### config.mk
export PLATFORM = sky130hd
export DESIGN_NAME = capm_seq
export DESIGN_NICKNAME = d
export VERILOG_FILES = /design/src/rtl/capm_pkg.sv /design/src/rtl/capm_timer.sv /design/src/rtl/capm_div.sv /design/src/rtl/capm_ctrl.sv /design/src/rtl/capm_seq.sv
export SDC_FILE = /design/constraint.sdc
export NUM_CORES = 1
export LEC_CHECK = 0
export ABC_CLOCK_PERIOD_IN_PS = 10800
export BUFFER_PORTS_ARGS = -buffer_cell sky130_fd_sc_hd__buf_2
export CORE_UTILIZATION = 40
export DETAILED_ROUTE_END_ITERATION = 6
export PLACE_DENSITY = 0.67
export SLEW_MARGIN = 20
export SYNTH_ARGS = -nofsm -noshare
export SYNTH_HDL_FRONTEND = slang
export SYNTH_SLANG_ARGS = --single-unit
### constraint.sdc
create_clock -name clk -period 10.8 [get_ports clk]
set_clock_uncertainty 0.15 [all_clocks]
set_input_delay 0.54 -clock clk [delete_from_list [all_inputs] [get_ports clk]]
set_output_delay 0.54 -clock clk [all_outputs]
set_load 0.05 [all_outputs]
### src/rtl/capm_pkg.sv
package capm_pkg;
  typedef enum logic [2:0] {S_IDLE, S_SETTLE, S_CHG, S_CALC, S_WAIT} cst_t;

  function automatic logic [3:0] sw_for_step(input logic [1:0] step);
    case (step)
      2'd0:    sw_for_step = 4'b0001;
      2'd1:    sw_for_step = 4'b1001;
      2'd2:    sw_for_step = 4'b0101;
      default: sw_for_step = 4'b0110;
    endcase
  endfunction
endpackage

### src/rtl/capm_timer.sv
module capm_timer #(
  parameter int W = 16
) (
  input  logic         clk,
  input  logic         rst_n,
  input  logic         clr,
  input  logic         en,
  input  logic [W-1:0] lim,
  output logic [W-1:0] cnt,
  output logic         hit
);
  always_ff @(posedge clk or negedge rst_n) begin
    if (!rst_n)   cnt <= '0;
    else if (clr) cnt <= '0;
    else if (en)  cnt <= cnt + W'(1);
  end
  assign hit = (cnt == lim);
endmodule

### src/rtl/capm_div.sv
module capm_div #(
  parameter int NW = 41,
  parameter int DW = 18
) (
  input  logic          clk,
  input  logic          rst_n,
  input  logic          go,
  input  logic [NW-1:0] dvd,
  input  logic [DW-1:0] dvs,
  output logic          done,
  output logic [NW-1:0] quot
);
  localparam int CW = $clog2(NW + 1);
  localparam int PW = NW + DW + 1;

  logic [NW-1:0] q, n_r;
  logic [DW-1:0] d_r;
  logic [DW:0]   rem, rem_sh;
  logic [CW-1:0] cnt;
  logic          busy;

  assign rem_sh = {rem[DW-1:0], q[NW-1]};

  always_ff @(posedge clk or negedge rst_n) begin
    if (!rst_n) begin
      q <= '0; n_r <= '0; d_r <= '0; rem <= '0; cnt <= '0; busy <= 1'b0; done <= 1'b0;
    end else begin
      done <= 1'b0;
      if (go) begin
        q <= dvd; n_r <= dvd; d_r <= dvs; rem <= '0;
        cnt <= CW'(NW); busy <= 1'b1;
      end else if (busy) begin
        if (rem_sh >= {1'b0, d_r}) begin
          rem <= rem_sh - {1'b0, d_r};
          q   <= {q[NW-2:0], 1'b1};
        end else begin
          rem <= rem_sh;
          q   <= {q[NW-2:0], 1'b0};
        end
        cnt <= cnt - CW'(1);
        if (cnt == CW'(1)) begin
          busy <= 1'b0;
          done <= 1'b1;
        end
      end
    end
  end
  assign quot = q;

  logic [PW-1:0] prod, lo_bound;
  assign prod     = PW'(q) * PW'(d_r);
  assign lo_bound = PW'(n_r);

  assert_quot_floor_R8: assert property (@(posedge clk) disable iff (!rst_n)
    (done && d_r != '0) |-> (prod <= lo_bound && lo_bound < prod + PW'(d_r)));
  assert_done_after_busy_R12: assert property (@(posedge clk) disable iff (!rst_n)
    done |-> !busy && !$past(go));
endmodule

### src/rtl/capm_ctrl.sv
module capm_ctrl
  import capm_pkg::*;
#(
  parameter int CNT_W  = 16,
  parameter int CREF_W = 16,
  parameter int FRAC_W = 8,
  parameter int NW     = CNT_W + 1 + CREF_W + FRAC_W,
  parameter int DW     = CNT_W + 2
) (
  input  logic              clk,
  input  logic              rst_n,
  input  logic              start_i,
  input  logic              dis_en_i,
  input  logic [CNT_W-1:0]  settle_i,
  input  logic [CNT_W-1:0]  tlim_i,
  input  logic [CREF_W-1:0] cref_i,
  input  logic              stop_i,
  input  logic [CNT_W-1:0]  tcnt_i,
  input  logic              thit_i,
  output logic              tclr_o,
  output logic              ten_o,
  output logic [CNT_W-1:0]  tlim_o,
  output logic              div_go_o,
  output logic [NW-1:0]     div_dvd_o,
  output logic [DW-1:0]     div_dvs_o,
  input  logic              div_done_i,
  input  logic [NW-1:0]     div_q_i,
  output logic [3:0]        sw_en_o,
  output logic              strobe_o,
  output logic              busy_o,
  output logic              done_o,
  output logic [CNT_W-1:0]  t0_o,
  output logic [CNT_W-1:0]  t1_o,
  output logic [CNT_W-1:0]  t2_o,
  output logic [CNT_W-1:0]  tdis_o,
  output logic [NW:0]       dev_o,
  output logic              err_timeout_o,
  output logic              err_div0_o
);
  localparam int NUMW = CNT_W + 2;

  cst_t           st;
  logic [1:0]     step;
  logic           neg_q;
  logic           div0;
  logic [CNT_W-1:0] dt;
  logic [NUMW-1:0]  num, magu;

  assign div0 = (t1_o <= t0_o);
  assign dt   = t1_o - t0_o;

  always_comb begin
    if (dis_en_i)
      num = {2'b00, t2_o} + {2'b00, tdis_o} - {1'b0, t1_o, 1'b0};
    else
      num = {2'b00, t2_o} - {2'b00, t1_o};
    magu = num[NUMW-1] ? (~num + NUMW'(1)) : num;
  end

  assign div_dvd_o = (NW'(magu[CNT_W:0]) * NW'(cref_i)) << FRAC_W;
  assign div_dvs_o = dis_en_i ? {1'b0, dt, 1'b0} : {2'b00, dt};
  assign div_go_o  = (st == S_CALC) && !div0;

  assign tclr_o = (st == S_IDLE) || (st == S_SETTLE && thit_i) || (st == S_CHG && stop_i);
  assign ten_o  = (st == S_SETTLE || st == S_CHG) && !tclr_o;
  assign tlim_o = (st == S_CHG) ? tlim_i : settle_i;

  assign sw_en_o  = (st == S_CHG) ? sw_for_step(step) : 4'b0000;
  assign strobe_o = (st == S_CHG) && (tcnt_i == '0);
  assign busy_o   = (st != S_IDLE);

  always_ff @(posedge clk or negedge rst_n) begin
    if (!rst_n) begin
      st <= S_IDLE; step <= '0; neg_q <= 1'b0; done_o <= 1'b0;
      t0_o <= '0; t1_o <= '0; t2_o <= '0; tdis_o <= '0; dev_o <= '0;
      err_timeout_o <= 1'b0; err_div0_o <= 1'b0;
    end else begin
      done_o <= 1'b0;
      case (st)
        S_IDLE: if (start_i) begin
          err_timeout_o <= 1'b0; err_div0_o <= 1'b0; tdis_o <= '0;
          step <= 2'd0; st <= S_SETTLE;
        end
        S_SETTLE: if (thit_i) st <= S_CHG;
        S_CHG: begin
          if (stop_i) begin
            case (step)
              2'd0:    t0_o   <= tcnt_i;
              2'd1:    t1_o   <= tcnt_i;
              2'd2:    t2_o   <= tcnt_i;
              default: tdis_o <= tcnt_i;
            endcase
            if (step == 2'd2 && dis_en_i) step <= 2'd3;
            else if (step >= 2'd2)        st <= S_CALC;
            else begin
              step <= step + 2'd1;
              st   <= S_SETTLE;
            end
          end else if (thit_i) begin
            err_timeout_o <= 1'b1;
            st <= S_IDLE;
          end
        end
        S_CALC: begin
          if (div0) begin
            err_div0_o <= 1'b1; dev_o <= '0; done_o <= 1'b1; st <= S_IDLE;
          end else begin
            neg_q <= num[NUMW-1];
            st <= S_WAIT;
          end
        end
        S_WAIT: if (div_done_i) begin
          dev_o  <= neg_q ? ((NW+1)'(0) - {1'b0, div_q_i}) : {1'b0, div_q_i};
          done_o <= 1'b1;
          st     <= S_IDLE;
        end
        default: st <= S_IDLE;
      endcase
    end
  end

  assert_open_at_start_R1: assert property (@(posedge clk) disable iff (!rst_n)
    $rose(busy_o) |-> sw_en_o == 4'b0000);
  assert_no_ref_and_sensor_R5: assert property (@(posedge clk) disable iff (!rst_n)
    !(sw_en_o[2] && sw_en_o[3]));
  assert_strobe_with_switch_R6: assert property (@(posedge clk) disable iff (!rst_n)
    strobe_o |-> sw_en_o != 4'b0000);
  assert_step_within_limit_R11: assert property (@(posedge clk) disable iff (!rst_n)
    (st == S_CHG) |-> tcnt_i <= tlim_i);
  assert_div0_with_done_R10: assert property (@(posedge clk) disable iff (!rst_n)
    $rose(err_div0_o) |-> done_o);
  assert_done_single_R12: assert property (@(posedge clk) disable iff (!rst_n)
    done_o |=> !done_o);
endmodule

### src/rtl/capm_seq.sv
module capm_seq #(
  parameter int CNT_W  = 16,
  parameter int CREF_W = 16,
  parameter int FRAC_W = 8
) (
  input  logic                                   clk,
  input  logic                                   rst_n,
  input  logic                                   start_i,
  input  logic                                   discharge_en_i,
  input  logic [CNT_W-1:0]                       settle_cycles_i,
  input  logic [CNT_W-1:0]                       timeout_lim_i,
  input  logic [CREF_W-1:0]                      cref_i,
  input  logic                                   cmp_stop_i,
  output logic [3:0]                             sw_en_o,
  output logic                                   strobe_o,
  output logic                                   busy_o,
  output logic                                   done_o,
  output logic [CNT_W-1:0]                       t0_o,
  output logic [CNT_W-1:0]                       t1_o,
  output logic [CNT_W-1:0]                       t2_o,
  output logic [CNT_W-1:0]                       tdis_o,
  output logic signed [CNT_W+CREF_W+FRAC_W+1:0] dev_o,
  output logic                                   err_timeout_o,
  output logic                                   err_div0_o
);
  localparam int NW = CNT_W + 1 + CREF_W + FRAC_W;
  localparam int DW = CNT_W + 2;

  logic             tclr, ten, thit, div_go, div_done;
  logic [CNT_W-1:0] tcnt, tlim;
  logic [NW-1:0]    dvd, quot;
  logic [DW-1:0]    dvs;
  logic [NW:0]      dev_u;

  capm_timer #(.W(CNT_W)) u_tmr (
    .clk(clk), .rst_n(rst_n), .clr(tclr), .en(ten), .lim(tlim), .cnt(tcnt), .hit(thit)
  );

  capm_div #(.NW(NW), .DW(DW)) u_div (
    .clk(clk), .rst_n(rst_n), .go(div_go), .dvd(dvd), .dvs(dvs), .done(div_done), .quot(quot)
  );

  capm_ctrl #(.CNT_W(CNT_W), .CREF_W(CREF_W), .FRAC_W(FRAC_W), .NW(NW), .DW(DW)) u_ctrl (
    .clk(clk), .rst_n(rst_n), .start_i(start_i), .dis_en_i(discharge_en_i),
    .settle_i(settle_cycles_i), .tlim_i(timeout_lim_i), .cref_i(cref_i), .stop_i(cmp_stop_i),
    .tcnt_i(tcnt), .thit_i(thit), .tclr_o(tclr), .ten_o(ten), .tlim_o(tlim),
    .div_go_o(div_go), .div_dvd_o(dvd), .div_dvs_o(dvs), .div_done_i(div_done), .div_q_i(quot),
    .sw_en_o(sw_en_o), .strobe_o(strobe_o), .busy_o(busy_o), .done_o(done_o),
    .t0_o(t0_o), .t1_o(t1_o), .t2_o(t2_o), .tdis_o(tdis_o), .dev_o(dev_u),
    .err_timeout_o(err_timeout_o), .err_div0_o(err_div0_o)
  );

  assign dev_o = $signed(dev_u);
endmodule

==> flow_metrics.py <==
metrics = {
    "floorplan": {
        "initial_core_util_pct": 40.7,
        "std_cell_rows": 88,
        "die_y_um": 245,
        "core_area_mm2": 0.0579,
        "die_w_um": 245,
        "ioPinCount": 168,
        "fp.dieArea_mm2": 0.0599,
    },
    "global_routing": {
        "grt_first_pass_wirelength_mm": 101,
        "antenna_found_initial": 0,
        "grt_pass1_vias": 18700,
        "grt.total_usage_pct": 20.8,
        "grt_overflow": 0,
        "grt_max_degree": 84,
    },
    "worst_hold_path": {
        "min_path_type": "input pin to flip-flop",
    },
    "drt": {
        "drc": 0,
        "met3WireLength_mm": 2.99,
        "wl_per_cell_um": 17.4,
        "viasPerCell": 5.32,
        "postRouteAntennaNets": 0,
        "dr.first_iter.drc_count": 1190,
        "dr_wl_met2_mm": 29.1,
        "drt-met1-wl_mm": 28.1,
        "num_vias": 19000,
        "dr.pass1.iters": 5,
        "totalWireLength_mm": 62.3,
        "highest_layer": "met4",
    },
    "timing": {
        "fin_setup_tns_ns": 0,
        "fmax_mhz": 95.0,
        "report.final.slew_viol_count": 0,
        "finalSetupViolCount": 0,
        "tightest_slew_ns": 1.08,
        "period_needed_ns": 10.53,
        "hold_violations": 0,
        "period_share_pct": 97.5,
        "relSlewSlack_pct": 28.2,
    },
    "cells_and_area": {
        "design_area_mm2": 0.0266,
        "fin_nets": 3254,
        "area_delta_synth_final_pct": 13.0,
        "multi_input_area_mm2": 0.0167,
        "antenna_cells": 0,
        "drive_gt1_share_pct": 13.9,
        "seq_area_mm2": 0.00538,
        "fillers": 5684,
    },
    "placed_design": {
        "dpl-instance-area_mm2": 0.0253,
        "gp_congestion": 0.916,
        "dp_hpwl_mm": 47.9,
        "numPortBuffers": 167,
    },
    "synth": {
        "synth_cells": 2642,
        "yosys_warnings": 0,
        "syn_area_per_cell_um2": 8.92,
        "async_flop_share_pct": 100,
        "synth-seq-cells": 215,
        "synthFlopType": "dfrtp_1",
        "synth_fp_nets": 3105,
        "synth_area_mm2": 0.0236,
        "synth_edf_count": 0,
        "ys_types": 72,
        "yosysSeqAreaShare_pct": 22.8,
    },
    "critical_path": {
        "path_common_cell": "fa_1",
        "cp.required_ns": 11.06,
        "crit_arrival_ns": 10.79,
        "critPathLaunchType": "flip-flop",
        "slowest_stage": "fa_1",
        "critical_path_peak_fanout": 7,
        "crit_type": "flip-flop to flip-flop",
        "crit_path_end_kind": "flip-flop",
        "crit_path_max_incr_delay_ns": 0.55,
    },
    "clocking": {
        "clkSinkCount": 215,
        "htree_levels": 1,
        "cts_tree": "yes",
        "clk_pin_slew_worst_paths_ns": 0.06,
        "cts-buffers-inserted": 24,
        "cts_buffer_depth": 3,
        "clockRootBuffer": "clkbuf_16",
        "insertion_delay_ns": 0.55,
    },
    "pwr": {
        "powerDensity_mw_per_mm2": 106,
        "ir_worst_vdd_uv": 107,
        "p_leak_uw": 0.0133,
    },
    "status": {
        "outcome": "complete, no violations",
    },
    "flow_run": {
        "maxCapViolCount": 0,
    },
}
worst paths after layout:
path                                   from                   end  slack [ns]  depth (start not counted)
setup / recovery           u_ctrl.tdis_o[1]        u_div.quot[33]        0.27                         40
hold / removal                   cmp_stop_i  u_ctrl.err_timeout_o        0.17                          2
setup reg to reg           u_ctrl.tdis_o[1]        u_div.quot[33]        0.27                         40
hold reg to reg             u_ctrl.dev_o[5]       u_ctrl.dev_o[5]        0.32                          2
max in group asynchronous             rst_n      u_ctrl.dev_o[30]        7.89                          4
min in group asynchronous             rst_n       u_ctrl.t2_o[12]        0.41                          2
routing by layer:
metal / vias up / global-route usage [%]
met4: 0 / 6.42
met2: 546 / 34.4
met3: 99 / 2.26
met5: - / 0
li1: 9095 / -
met1: 9273 / 28.4
worst max-delay path: cells and delay by family, from the launching register on:
kind / cells / cell delay, ns
AO/OA/AOI/OAI: 19 / 4.01
XOR/XNOR: 2 / 0.27
adder cells (fa/ha/maj): 9 / 4.02
buffers and inverters: 5 / 0.59
flip-flops: 1 / 0.42
AND/OR/NAND/NOR: 5 / 0.91
Yosys cell counts (20+ instances only):
master / number / share of area [%]
and3_1: 21 / 0.56
nand2_1: 298 / 4.7
xor2_1: 79 / 2.9
o21a_1: 20 / 0.64
o31ai_1: 61 / 1.9
mux2_2: 44 / 2.1
xnor2_1: 87 / 3.2
nor2_1: 137 / 2.2
nor3_1: 29 / 0.62
a21oi_1: 117 / 2.5
fa_1: 213 / 18
nand3_1: 21 / 0.45
o21ai_0: 125 / 2.7
a21o_1: 35 / 1.1
and2_1: 153 / 4.1
nor2b_1: 21 / 0.56
ha_1: 197 / 10
mux2i_1: 82 / 3.5
clkbuf_1: 98 / 1.6
inv_1: 328 / 5.2
dfrtp_1: 215 / 23
state kept, by name, summed over array words and instances, names as in the netlist:
name / count
u_ctrl.done_o: 1
u_div.busy: 1
u_ctrl.err_div0_o: 1
u_ctrl.step: 2
u_div.d_r: 17
u_tmr.cnt: 16
u_ctrl.dev_o: 42
u_div.rem: 18
u_ctrl.t1_o: 16
u_ctrl.neg_q: 1
u_div.quot: 41
u_ctrl.t2_o: 16
u_ctrl.err_timeout_o: 1
u_ctrl.t0_o: 16
u_ctrl.tdis_o: 16
u_div.done: 1
u_ctrl.st: 3
u_div.cnt: 6
through the flow:
step / hold WS (ns) / utilization [%] / std cells / setup WS, ns / total power, uW
global route: 0.181 / 46.0 / 3574 / -0.103 / 3000
CTS: 0.152 / 45.2 / 3549 / 0.00705 / 2830
global placement: 0.307 / 43.7 / 3504 / 0.203 / 1960
detailed placement: 0.311 / 43.7 / 3504 / 0.000280 / 1970
floorplan: 0.0944 / - / 2642 / 0.0381 / 1720
finish: 0.172 / 46.0 / 3574 / 0.271 / 2810
power breakdown:
part           total [uW]  internal, uW  switching, uW
clock                 847           486            361
sequential           1110           929            178
combinational         858           373            485
total                2810          1790           1020
cell type report:
class | instances | share of cell area, %
Multi-Input combinational cell | 1980 | 62.8
Sequential cell | 215 | 20.2
Timing Repair Buffer | 242 | 5.66
Clock inverter | 18 | 0.766
Clock buffer | 26 | 2.28
Inverter | 328 | 4.63
Tap cell | 765 | 3.60
cell usage in the layout, fill, tap and decap left out, types with 24 or more instances in the layout:
master,netlist,routed
clkbuf_16,0,24
xnor2_1,87,83
a21oi_1,117,110
nor2_1,137,131
and2_1,153,151
a21o_1,35,35
buf_2,4,166
dfrtp_1,215,214
buf_4,0,65
o31ai_1,61,60
ha_1,197,193
mux2_2,44,44
o21ai_0,125,118
nand2_1,298,298
xor2_1,79,77
mux2i_1,82,82
fa_1,213,210
nor3_1,29,28
inv_1,328,328
kinds of logic after synthesis:
family | share of synthesized area (%)
flip-flops | 22.8
AO/OA/AOI/OAI | 13.5
multiplexers | 5.59
XOR/XNOR | 6.17
adder cells (fa/ha/maj) | 28.6
AND/OR/NAND/NOR | 16.2
buffers and inverters | 7.15
repair_timing:
action                                  4_1_cts  5_1_grt
hold buffers                                  1        0
pin swaps                                     0       28
endpoints found under the hold margin        81        0
setup buffers                                 0       25
gates resized for setup                       1       59
endpoints found under the setup margin        3       14
Note: power is estimated with default switching activity, not from simulation.
